File: src/rtl/rx_err_fifo_pkg.sv
package rx_err_fifo_pkg;
   // per-character line condition flags, msb first as seen in status
   typedef struct packed {
      logic brk;
      logic fe;
      logic pe;
   } rxf_flags_t;

   localparam rxf_flags_t RXF_NONE = '{brk: 1'b0, fe: 1'b0, pe: 1'b0};
endpackage

File: src/rtl/rx_err_fifo_store.sv
module rx_err_fifo_store
   import rx_err_fifo_pkg::*;
#(
   parameter int DEPTH  = 8,
   parameter int DATA_W = 8,
   localparam int AW    = $clog2(DEPTH),
   localparam int CW    = $clog2(DEPTH + 1)
) (
   input  logic              clk,
   input  logic              rst_n,
   input  logic              clr,
   input  logic              push,
   input  logic              pop,
   input  logic [DATA_W-1:0] wdata,
   input  rxf_flags_t        wflags,
   output logic [DATA_W-1:0] head_data,
   output rxf_flags_t        head_flags,
   output logic              full,
   output logic              empty
);
   logic [DATA_W-1:0] mem_d [DEPTH];
   rxf_flags_t        mem_f [DEPTH];
   logic [AW-1:0]     wr_ptr, rd_ptr;
   logic [CW-1:0]     count;

   // one register slot per entry, written only when the write pointer selects it
   for (genvar i = 0; i < DEPTH; i++) begin : g_slot
      always_ff @(posedge clk or negedge rst_n) begin
         if (!rst_n) begin
            mem_d[i] <= '0;
            mem_f[i] <= RXF_NONE;
         end else if (push && !clr && (wr_ptr == AW'(i))) begin
            mem_d[i] <= wdata;
            mem_f[i] <= wflags;
         end
      end
   end

   always_ff @(posedge clk or negedge rst_n) begin
      if (!rst_n) begin
         wr_ptr <= '0;
         rd_ptr <= '0;
         count  <= '0;
      end else if (clr) begin
         wr_ptr <= '0;
         rd_ptr <= '0;
         count  <= '0;
      end else begin
         if (push) wr_ptr <= wr_ptr + 1'b1;
         if (pop)  rd_ptr <= rd_ptr + 1'b1;
         case ({push, pop})
            2'b10:   count <= count + 1'b1;
            2'b01:   count <= count - 1'b1;
            default: count <= count;
         endcase
      end
   end

   assign head_data  = mem_d[rd_ptr];
   assign head_flags = mem_f[rd_ptr];
   assign full       = (count == CW'(DEPTH));
   assign empty      = (count == '0);
endmodule

File: src/rtl/rx_err_fifo_flags.sv
module rx_err_fifo_flags
   import rx_err_fifo_pkg::*;
(
   input  logic       clk,
   input  logic       rst_n,
   input  logic       clr,
   input  logic       err_clr,
   input  logic       accept,
   input  rxf_flags_t new_flags,
   input  logic       lost,
   output rxf_flags_t accum,
   output logic       ovr
);
   always_ff @(posedge clk or negedge rst_n) begin
      if (!rst_n) begin
         accum <= RXF_NONE;
         ovr   <= 1'b0;
      end else if (clr) begin
         accum <= RXF_NONE;
         ovr   <= 1'b0;
      end else begin
         // entering flags are merged even in the cycle of an error clear
         if (err_clr)     accum <= accept ? new_flags : RXF_NONE;
         else if (accept) accum <= accum | new_flags;
         if (err_clr)     ovr <= 1'b0;
         else if (lost)   ovr <= 1'b1;
      end
   end
endmodule

File: src/rtl/rx_err_fifo_rts.sv
module rx_err_fifo_rts (
   input  logic clk,
   input  logic rst_n,
   input  logic clr,
   input  logic auto_en,
   input  logic start_det,
   input  logic full,
   output logic rtsn
);
   always_ff @(posedge clk or negedge rst_n) begin
      if (!rst_n)                   rtsn <= 1'b0;
      else if (clr || !auto_en)     rtsn <= 1'b0;
      else if (start_det && full)   rtsn <= 1'b1;
      else if (!full)               rtsn <= 1'b0;
   end
endmodule

File: src/rtl/rx_err_fifo.sv
module rx_err_fifo
   import rx_err_fifo_pkg::*;
#(
   parameter int DEPTH  = 8,
   parameter int DATA_W = 8
) (
   input  logic              clk,
   input  logic              rst_n,
   input  logic              rx_rst,
   input  logic              err_clr,
   input  logic              blk_mode,
   input  logic              auto_rts,
   input  logic              chr_vld,
   input  logic [DATA_W-1:0] chr_data,
   input  logic              chr_brk,
   input  logic              chr_fe,
   input  logic              chr_pe,
   input  logic              start_det,
   input  logic              rd_stb,
   output logic [DATA_W-1:0] rd_data,
   output logic [7:0]        stat,
   output logic              rtsn
);
   if (DEPTH < 2 || (DEPTH & (DEPTH - 1)) != 0) begin : g_bad_depth
      $error("rx_err_fifo: DEPTH must be a power of two of at least 2");
   end
   if (DATA_W < 5 || DATA_W > 9) begin : g_bad_width
      $error("rx_err_fifo: DATA_W must be between 5 and 9");
   end

   rxf_flags_t        in_flags, head_flags, accum, shown;
   logic [DATA_W-1:0] head_data;
   logic              full, empty, accept, pop, lost, ovr;

   assign in_flags = '{brk: chr_brk, fe: chr_fe, pe: chr_pe};
   assign accept   = chr_vld && !full && !rx_rst;
   assign lost     = chr_vld && full;
   assign pop      = rd_stb && !empty && !rx_rst;

   rx_err_fifo_store #(.DEPTH(DEPTH), .DATA_W(DATA_W)) i_store (
      .clk        (clk),
      .rst_n      (rst_n),
      .clr        (rx_rst),
      .push       (accept),
      .pop        (pop),
      .wdata      (chr_data),
      .wflags     (in_flags),
      .head_data  (head_data),
      .head_flags (head_flags),
      .full       (full),
      .empty      (empty)
   );

   rx_err_fifo_flags i_flags (
      .clk       (clk),
      .rst_n     (rst_n),
      .clr       (rx_rst),
      .err_clr   (err_clr),
      .accept    (accept),
      .new_flags (in_flags),
      .lost      (lost),
      .accum     (accum),
      .ovr       (ovr)
   );

   rx_err_fifo_rts i_rts (
      .clk       (clk),
      .rst_n     (rst_n),
      .clr       (rx_rst),
      .auto_en   (auto_rts),
      .start_det (start_det),
      .full      (full),
      .rtsn      (rtsn)
   );

   always_ff @(posedge clk or negedge rst_n) begin
      if (!rst_n)   rd_data <= '0;
      else if (pop) rd_data <= head_data;
   end

   always_comb begin
      if (blk_mode)   shown = accum;
      else if (empty) shown = RXF_NONE;
      else            shown = head_flags;
   end

   assign stat = {shown.brk, shown.fe, shown.pe, ovr, 2'b00, full, !empty};
endmodule

File: config.mk
export PLATFORM = sky130hd
export DESIGN_NAME = rx_err_fifo
export DESIGN_NICKNAME = d
export VERILOG_FILES = /design/src/rtl/rx_err_fifo_pkg.sv /design/src/rtl/rx_err_fifo_store.sv /design/src/rtl/rx_err_fifo_flags.sv /design/src/rtl/rx_err_fifo_rts.sv /design/src/rtl/rx_err_fifo.sv
export SDC_FILE = /design/constraint.sdc
export NUM_CORES = 1
export LEC_CHECK = 0
export CORE_MARGIN = 2
export CORE_UTILIZATION = 53
export CTS_BUF_LIST = sky130_fd_sc_hd__clkbuf_8 sky130_fd_sc_hd__clkbuf_16
export DETAILED_ROUTE_END_ITERATION = 8
export MAX_ROUTING_LAYER = met4
export PLACE_DENSITY = 0.76
export SLEW_MARGIN = 0
export SYNTH_ARGS = -nofsm -noshare
export SYNTH_HDL_FRONTEND = slang
export SYNTH_SLANG_ARGS = --single-unit
File: constraint.sdc
create_clock -name clk -period 2.45 [get_ports clk]
set_clock_uncertainty 0.05 [all_clocks]
set_input_delay 0.49 -clock clk [delete_from_list [all_inputs] [get_ports clk]]
set_output_delay 0.49 -clock clk [all_outputs]
set_load 0.05 [all_outputs]
==> results of run 1 <==
-- registers in the layout, summed over array words and instances, names as in the netlist --
name,cells
i_store.rd_ptr,3
i_store.wr_ptr,3
i_store.mem_f,24
i_rts.rtsn,1
i_store.mem_d,64
i_store.count,4
i_flags.accum,3
rd_data,8
i_flags.ovr,1
-- what timing repair did --
| item | CTS | global route |
|---|---|---|
| gates cloned | 0 | 1 |
| pin swaps | 0 | 7 |
| buffers inserted | 2 | 3 |
| endpoints found under the setup margin | 3 | 5 |
| resized for setup | 4 | 8 |
-- worst register-to-register path, delay by kind of cell, from the launching register on --
kind | cells | cell delay [ns]
adders and majority gates | 1 | 0.34
and+or+nand+nor | 5 | 0.92
buffers and inverters | 1 | 0.08
AOI/OAI and AO/OA | 2 | 0.51
DFF | 1 | 0.42
-- through the flow --
stage	hold slack, ns	cell area [sq um]
floorplan	0.144	5390
global placement	0.411	6080
detailed placement	0.419	6080
CTS	0.00305	6310
global route	0.0300	6380
finish	0.00615	6380
-- synthesized netlist by cell type (2+ instances only) --
library cell and number:
sky130_fd_sc_hd__nor2b_1 4, sky130_fd_sc_hd__nand2_1 14, sky130_fd_sc_hd__nor3_1 3, sky130_fd_sc_hd__xnor2_1 3, sky130_fd_sc_hd__nand2b_1 2, sky130_fd_sc_hd__buf_1 2
sky130_fd_sc_hd__xor2_1 4, sky130_fd_sc_hd__buf_2 6, sky130_fd_sc_hd__a21oi_1 6, sky130_fd_sc_hd__mux2_2 62, sky130_fd_sc_hd__a211oi_1 2, sky130_fd_sc_hd__ha_1 9
sky130_fd_sc_hd__mux2i_1 10, sky130_fd_sc_hd__dfrtp_1 111, sky130_fd_sc_hd__clkbuf_1 4, sky130_fd_sc_hd__and3_4 3, sky130_fd_sc_hd__inv_1 6, sky130_fd_sc_hd__buf_6 4
sky130_fd_sc_hd__buf_4 8, sky130_fd_sc_hd__nor2_1 14, sky130_fd_sc_hd__nand3_1 3, sky130_fd_sc_hd__a22o_1 3, sky130_fd_sc_hd__mux2_4 30, sky130_fd_sc_hd__mux4_2 22
sky130_fd_sc_hd__o21ai_0 9
-- worst max path at each step --
stage / startpoint / cells after the start / slack [ns] / endpoint
2_1_floorplan: i_store.count[0]$_DFFE_PN0P_ / 10 / -0.007 / i_store.count[3]$_DFFE_PN0P_
3_3_place_gp: rd_stb / 9 / -0.09 / i_store.count[3]$_DFFE_PN0P_
3_5_place_dp: rd_stb / 10 / -0.18 / i_store.count[2]$_DFFE_PN0P_
4_1_cts: i_store.rd_ptr[1]$_DFFE_PN0P_ / 5 / -0.21 / stat[5]
5_1_grt: i_store.rd_ptr[1]$_DFFE_PN0P_ / 5 / -0.26 / stat[5]
6_report: i_store.rd_ptr[1]$_DFFE_PN0P_ / 5 / -0.19 / stat[5]
-- cell type report --
type / count / area share (%)
Sequential cell: 111 / 43.5
Multi-Input combinational cell: 220 / 38.2
Timing Repair Buffer: 75 / 12.1
Tap cell: 133 / 2.61
Clock buffer: 10 / 2.16
Clock inverter: 6 / 0.960
Inverter: 7 / 0.431
-- per-layer routing --
metal	global-route usage [%]	share of wire, %
met1	29.9	46
met2	36.1	50
met3	3.49	2.5
met4	6.37	1.2
met5	-	0
-- report_power, final --
group / switching [mW] / internal, mW
registers: 0.374 / 2.49
logic: 1.19 / 1.57
clock network: 0.657 / 0.423
total: 2.22 / 4.48
-- cell families (layout without fill, tap and decap cells) --
| logic type | count (synthesis) | count (layout) | share of synthesized area, % |
|---|---|---|---|
| multiplexers | 124 | 124 | 32.5 |
| flip-flops | 111 | 111 | 51.8 |
| AND/OR/NAND/NOR | 50 | 50 | 5.07 |
| buffers and inverters | 31 | 98 | 3.45 |
| AO/OA/AOI/OAI | 28 | 28 | 3.81 |
| adder cells (fa/ha/maj) | 9 | 9 | 2.10 |
| XOR/XNOR | 7 | 7 | 1.14 |
| other | 1 | 2 | 0.0700 |
==> parameters.txt, run 1 <==
Parameter                              Value

Status
  Outcome ... finished with violations
  Failing checks ... setup timing

Logic synthesis
  Cell types occupying the most area after synthesis ... sky130_fd_sc_hd__dfrtp_1, sky130_fd_sc_hd__mux2_2, sky130_fd_sc_hd__mux4_2
  Cell accounting for the most synthesized area ... sky130_fd_sc_hd__dfrtp_1
  Unique cell type count in the Yosys netlist ... between 40 and 50
  Most used flip-flop cell after synthesis ... sky130_fd_sc_hd__dfrtp_1
  Synthesis-stage register bit count ... 111
  Per-instance average area after synthesis ... 14.8 sq um
  Area fraction of the dominant cell type after synthesis ... 51.8%
  Proportion of register bits with asynchronous set or reset after synthesis ... 100%
  Sequential share of the synthesized area ... 51.8%
  Count of mapped cells out of synthesis ... ~360
  Cell area after technology mapping ... approximately 5400 sq um
  Number of enable flip-flop cells after synthesis ... 0
  Ys Warns ... 0

STA
  Setup repair after global routing missed its margin ... yes
  Final setup fails ... 3
  Fmax ... roughly 380 MHz
  Final hold violations ... 0
  Fin Setup TNS ... -0.540 ns
  Slew headroom ... 66.1%
  Worst-case setup margin in the final layout ... -0.192 ns
  Period Utilization, post-route ... 108%
  Final Max Slew Viols ... 0
  Transition time at the pin with the least slew margin ... a little over 0.5 ns
  Final critical delay including setup and external delays ... approximately 2.6 ns

Floorplan
  Initial Utilization ... between 50 and 60%
  Total core area ... 9770 sq um
  Boundary Pins ... 37
  Die Area ... 10900 sq um
  Chip Width ... 105 microns
  Standard-cell rows ... 36
  Height of the die ... 105 microns

Critical path
  Kind of end point of the critical path ... output port
  Worst R2R Setup Slack ... 0.08 ns
  Max FO, Critical Path ... 5
  Count of cells along the worst register-to-register path ... 9
  Worst path required time ... ~1.9 ns
  Path type of the worst setup path ... register to output port
  CP top delay family ... multiplexers
  Buffering stage count on the worst path with inverters included ... 2
  Longest individual stage delay on the worst path ... 0.52 ns
  Arrival time reported for the critical path endpoint ... around 2.1 ns
  Cell with the largest stage delay on the worst path ... sky130_fd_sc_hd__mux4_2
  Critical path, cell by cell ... buf_12, mux4_2, mux2_4, a22o_1, buf_6
  Worst reg2reg path startpoint ... i_store.count[0]$_DFFE_PN0P_
  Startpoint Class ... register
  Crit Reg-Reg Endpoint ... i_store.count[3]$_DFFE_PN0P_

Hold path
  Min-Delay Path Class ... input pin to asynchronous set/reset pin

Placement
  Final HPWL DP ... between 7 and 8 mm
  Cell count after placement ... between 500 and 600
  Count of buffers inserted at the top-level ports ... 34
  Weighted congestion at the end of routability-driven global placement ... 0.790
  Post-Place Worst Slack ... -0.185 ns

GRT
  Total global routing overflow ... 0
  Number of antenna violations at the first check in global routing ... 0
  Maximum number of pins on one net before global-route repair ... 48
  Vias in the first global route ... 3374
  Wire length of the first global-routing pass ... 18.3 mm
  Tot GR Track Use ... 22.4%

Drt
  Total DRC errors in the routed layout ... 0
  Final ANT Viol Nets ... 0
  Average via count per standard cell ... about 5.6
  Total vias in the final route ... 3153
  DR WL/cell ... 19.7 microns
  Starting DRT DRC Count ... 146
  First-pass DRT Iterations ... 4
  Post-detailed-routing wire length ... 11.1 mm

Run
  Reported max-cap violation count ... 0

Finish
  Final core utilization ... about two thirds
  Area Growth Syn to Fin ... 19.1%
  Commonest cells after routing, fill and taps aside ... sky130_fd_sc_hd__dfrtp_1, sky130_fd_sc_hd__mux2_2, sky130_fd_sc_hd__buf_4
  Sequential cell area in the final layout ... 2780 sq um
  Filler instances ... 709
  Diodes inserted ... 0
  Most common cell after layout, fill and taps aside ... sky130_fd_sc_hd__dfrtp_1
  Number of standard cells in the layout, taps in and fillers out ... 562
  Number of nets in the layout ... 453
  Fraction of layout cells with a size suffix above 1 ... 45.0%
  Multi-input gate area in the final layout ... 2440 sq um

Power
  Sum of internal, switching and leakage power ... 6.70 mW
  Pleak ... 2.91 nW
  Areal power density over the cells ... roughly 1000 nW/um^2
  Worst IR drop on VDD ... approximately 0.53 mV

Clock network
  CTS sink count ... 111
  Number of buffers created by CTS ... 9
  Clock network latency to the later pin of the worst-skew pair ... around 0.37 ns
  TritonCTS clock tree ... yes
  Clock buffer depth ... 2
  Depth of the CTS H-tree ... 3
  Root Driver ... sky130_fd_sc_hd__clkbuf_8
  Total of hold buffers inserted after clock tree synthesis ... 0
  Clock transition at the registers of the reported paths ... 0.11 ns
No activity file was read; power rests on OpenSTA's default activity.
==> run 2: changes to the inputs <==
--- a/config.mk
+++ b/config.mk
@@ -11,6 +11,7 @@
 export DETAILED_ROUTE_END_ITERATION = 8
 export MAX_ROUTING_LAYER = met4
 export PLACE_DENSITY = 0.76
+export REMOVE_ABC_BUFFERS = 1
 export SLEW_MARGIN = 0
 export SYNTH_ARGS = -nofsm -noshare
 export SYNTH_HDL_FRONTEND = slang
==> parameters.txt, run 2 (synthesized netlist as in run 1, its figures left out) <==
Parameter                              Value

Critical path
  Worst reg2reg path startpoint ... i_store.count[2]$_DFFE_PN0P_ (was i_store.count[0]$_DFFE_PN0P_)
  Count of cells along the worst register-to-register path ... 10 (was 9)
  Worst path required time ... 1.91 ns (about the same)
  Arrival time reported for the critical path endpoint ... 2.07 ns (was 2.10 ns)
  Worst R2R Setup Slack ... 0.09 ns (was 0.08 ns)
  Max FO, Critical Path ... 9 (was 5)
  Kind of end point of the critical path ... output port (unchanged)
  Path type of the worst setup path ... register to output port (unchanged)
  Crit Reg-Reg Endpoint ... i_store.count[2]$_DFFE_PN0P_ (was i_store.count[3]$_DFFE_PN0P_)
  Startpoint Class ... register (unchanged)

Drt
  Highest metal layer with signal wires ... met4 (unchanged)
  Wire length on met2 ... 5.14 mm (was 5.59 mm)
  Total DRC errors in the routed layout ... 0 (unchanged)
  Post-detailed-routing wire length ... 10.5 mm (was 11.1 mm)
  Total vias in the final route ... 3050 (was 3153)
  Final ANT Viol Nets ... 0 (unchanged)
  Starting DRT DRC Count ... 187 (was 146)
  First-pass DRT Iterations ... 6 (was 4)
  Routed metal-1 wire length ... 4.87 mm (was 5.07 mm)
  Average via count per standard cell ... 5.50 (was 5.61)
  DR WL/cell ... 18.9 microns (was 19.7 microns)
  Met3 Wirelength ... 264 microns (was 279 microns)

Placement
  Cell count after placement ... 536 (was 540)
  Weighted congestion at the end of routability-driven global placement ... 0.867 (was 0.790)
  Post-Place Worst Slack ... -0.285 ns (was -0.185 ns)
  Count of buffers inserted at the top-level ports ... 34 (unchanged)
  Final HPWL DP ... 7.14 mm (was 7.38 mm)
  Placed Instance Area ... 5980 sq um (was 6080 sq um)

STA
  Fin Setup TNS ... -0.459 ns (was -0.540 ns)
  Final setup fails ... 3 (unchanged)
  Hold Slack ... 0.436 ns (was 0.00615 ns)
  Worst-case setup margin in the final layout ... -0.163 ns (was -0.192 ns)
  Setup repair after global routing missed its margin ... yes (unchanged)
  Fmax ... 383 MHz (was 379 MHz)
  Transition time at the pin with the least slew margin ... 0.500 ns (was 0.507 ns)
  Final Max Slew Viols ... 0 (unchanged)
  Slew headroom ... 66.5% (was 66.1%)
  Period Utilization, post-route ... 107% (was 108%)
  Final critical delay including setup and external delays ... 2.61 ns (was 2.64 ns)
  Final hold violations ... 0 (unchanged)

Floorplan
  Initial Utilization ... 54.8% (unchanged)
  Die Area ... 10900 sq um (unchanged)
  Standard-cell rows ... 36 (unchanged)
  Chip Width ... 105 microns (unchanged)
  Boundary Pins ... 37 (unchanged)
  Total core area ... 9770 sq um (unchanged)
  Height of the die ... 105 microns (unchanged)

Finish
  Area Growth Syn to Fin ... 16.9% (was 19.1%)
  Number of nets in the layout ... 446 (was 453)
  Design area ... 6260 sq um (was 6380 sq um)
  Most common cell after layout, fill and taps aside ... sky130_fd_sc_hd__dfrtp_1 (unchanged)
  Fraction of layout cells with a size suffix above 1 ... 43.8% (was 45.0%)
  Number of flip-flops under the largest register name ... 64 (unchanged)
  Regs by FF count ... i_store.mem_d (64), i_store.mem_f (24), rd_data (8) (unchanged)
  Diodes inserted ... 0 (unchanged)
  Number of standard cells in the layout, taps in and fillers out ... 555 (was 562)
  Commonest cells after routing, fill and taps aside ... sky130_fd_sc_hd__dfrtp_1, sky130_fd_sc_hd__mux2_2, sky130_fd_sc_hd__buf_4 (unchanged)
  Largest Register ... i_store.mem_d (unchanged)
  Final core utilization ... 64.1% (was 65.3%)

Hold path
  Hold-critical path depth ... 2
  Min-Delay Path Class ... register to register (was input pin to asynchronous set/reset pin)
  Worst hold path endpoint ... rd_data[2]$_DFFE_PN0P_
  Min-delay src ... rd_data[2]$_DFFE_PN0P_

GRT
  Number of antenna violations at the first check in global routing ... 0 (unchanged)
  Total global routing overflow ... 0 (unchanged)
  Maximum number of pins on one net before global-route repair ... 60 (was 48)
  Vias in the first global route ... 3280 (was 3374)
  Wire length of the first global-routing pass ... 17.5 mm (was 18.3 mm)
  Tot GR Track Use ... 21.2% (was 22.4%)

Run
  Reported max-cap violation count ... 0 (unchanged)

Clock network
  CTS sink count ... 111 (unchanged)
  Clock buffer depth ... 2 (unchanged)
  Depth of the CTS H-tree ... 3 (unchanged)
  Root Driver ... sky130_fd_sc_hd__clkbuf_8 (unchanged)
  Clock transition at the registers of the reported paths ... 0.11 ns (about the same)
  Clock network latency to the later pin of the worst-skew pair ... 0.37 ns (about the same)
  TritonCTS clock tree ... yes (unchanged)
  Number of buffers created by CTS ... 9 (unchanged)

Status
  Failing checks ... setup timing (unchanged)
  Outcome ... finished with violations (unchanged)

Power
  Areal power density over the cells ... 1060 nW/um^2 (was 1050 nW/um^2)
  Pleak ... 2.85 nW (was 2.91 nW)
  Sum of internal, switching and leakage power ... 6.65 mW (was 6.70 mW)
  Worst IR drop on VDD ... 0.426 mV (was 0.533 mV)
-- run 2: cell types whose count changed in the layout (fill, tap and decap cells not counted), sizes merged --
cell,delta
buf,-7
inv,+3
clkbuf,-2
clkinv,-2
dlygate4sd3,+1
-- run 2: cell type report --
type	instances	area, sq um
flip-flops and latches	111	2780
fillers	733	3510
repair buffers	68	644
well taps	133	166
clock inverters	7	80.1
multi-input cells	220	2440
clock buffers	9	124
inverters	7	28.8
-- run 2: what timing repair did --
| item | 4_1_cts | 5_1_grt |
|---|---|---|
| gates resized for setup | 5 | 7 |
| setup endpoints to repair | 4 | 5 |
| hold buffers | 1 | 0 |
| pin swaps | 0 | 6 |
| endpoints found under the hold margin | 23 | 0 |
| setup buffers | 2 | 0 |
-- run 2: routing by layer --
metal / up-vias / track usage (%)
li1: 1420 / -
met1: 1567 / 28.6
met2: 48 / 33.1
met3: 15 / 3.49
met4: 0 / 6.85
met5: - / -
-- run 2: critical path, cell delays in order, from the launching register on --
cell	delay, ns
sky130_fd_sc_hd__dfrtp_1	0.39
sky130_fd_sc_hd__buf_12	0.15
sky130_fd_sc_hd__mux4_2	0.50
sky130_fd_sc_hd__mux2_4	0.29
sky130_fd_sc_hd__a22o_1	0.21
sky130_fd_sc_hd__buf_6	0.15
-- run 2: worst max-delay path by stage --
| stage | from | endpoint | slack [ns] | cells past startpoint |
|---|---|---|---|---|
| after floorplan | i_store.rd_ptr[1]$_DFFE_PN0P_ | stat[5] | -0.40 | 3 |
| after global placement | rd_stb | i_store.count[3]$_DFFE_PN0P_ | -0.19 | 9 |
| after detailed placement | rd_stb | i_store.count[3]$_DFFE_PN0P_ | -0.28 | 9 |
| after CTS | i_store.rd_ptr[1]$_DFFE_PN0P_ | stat[7] | -0.19 | 5 |
| after global routing | i_store.rd_ptr[1]$_DFFE_PN0P_ | stat[7] | -0.23 | 5 |
| final | i_store.rd_ptr[1]$_DFFE_PN0P_ | stat[7] | -0.16 | 5 |
-- run 2: where the power goes --
group	total [mW]	switching (mW)	leakage, nW	internal (mW)
registers	2.85	0.370	1.44	2.48
clock network	1.11	0.700	0.100	0.414
logic	2.68	1.17	1.31	1.51
total	6.65	2.24	2.85	4.40
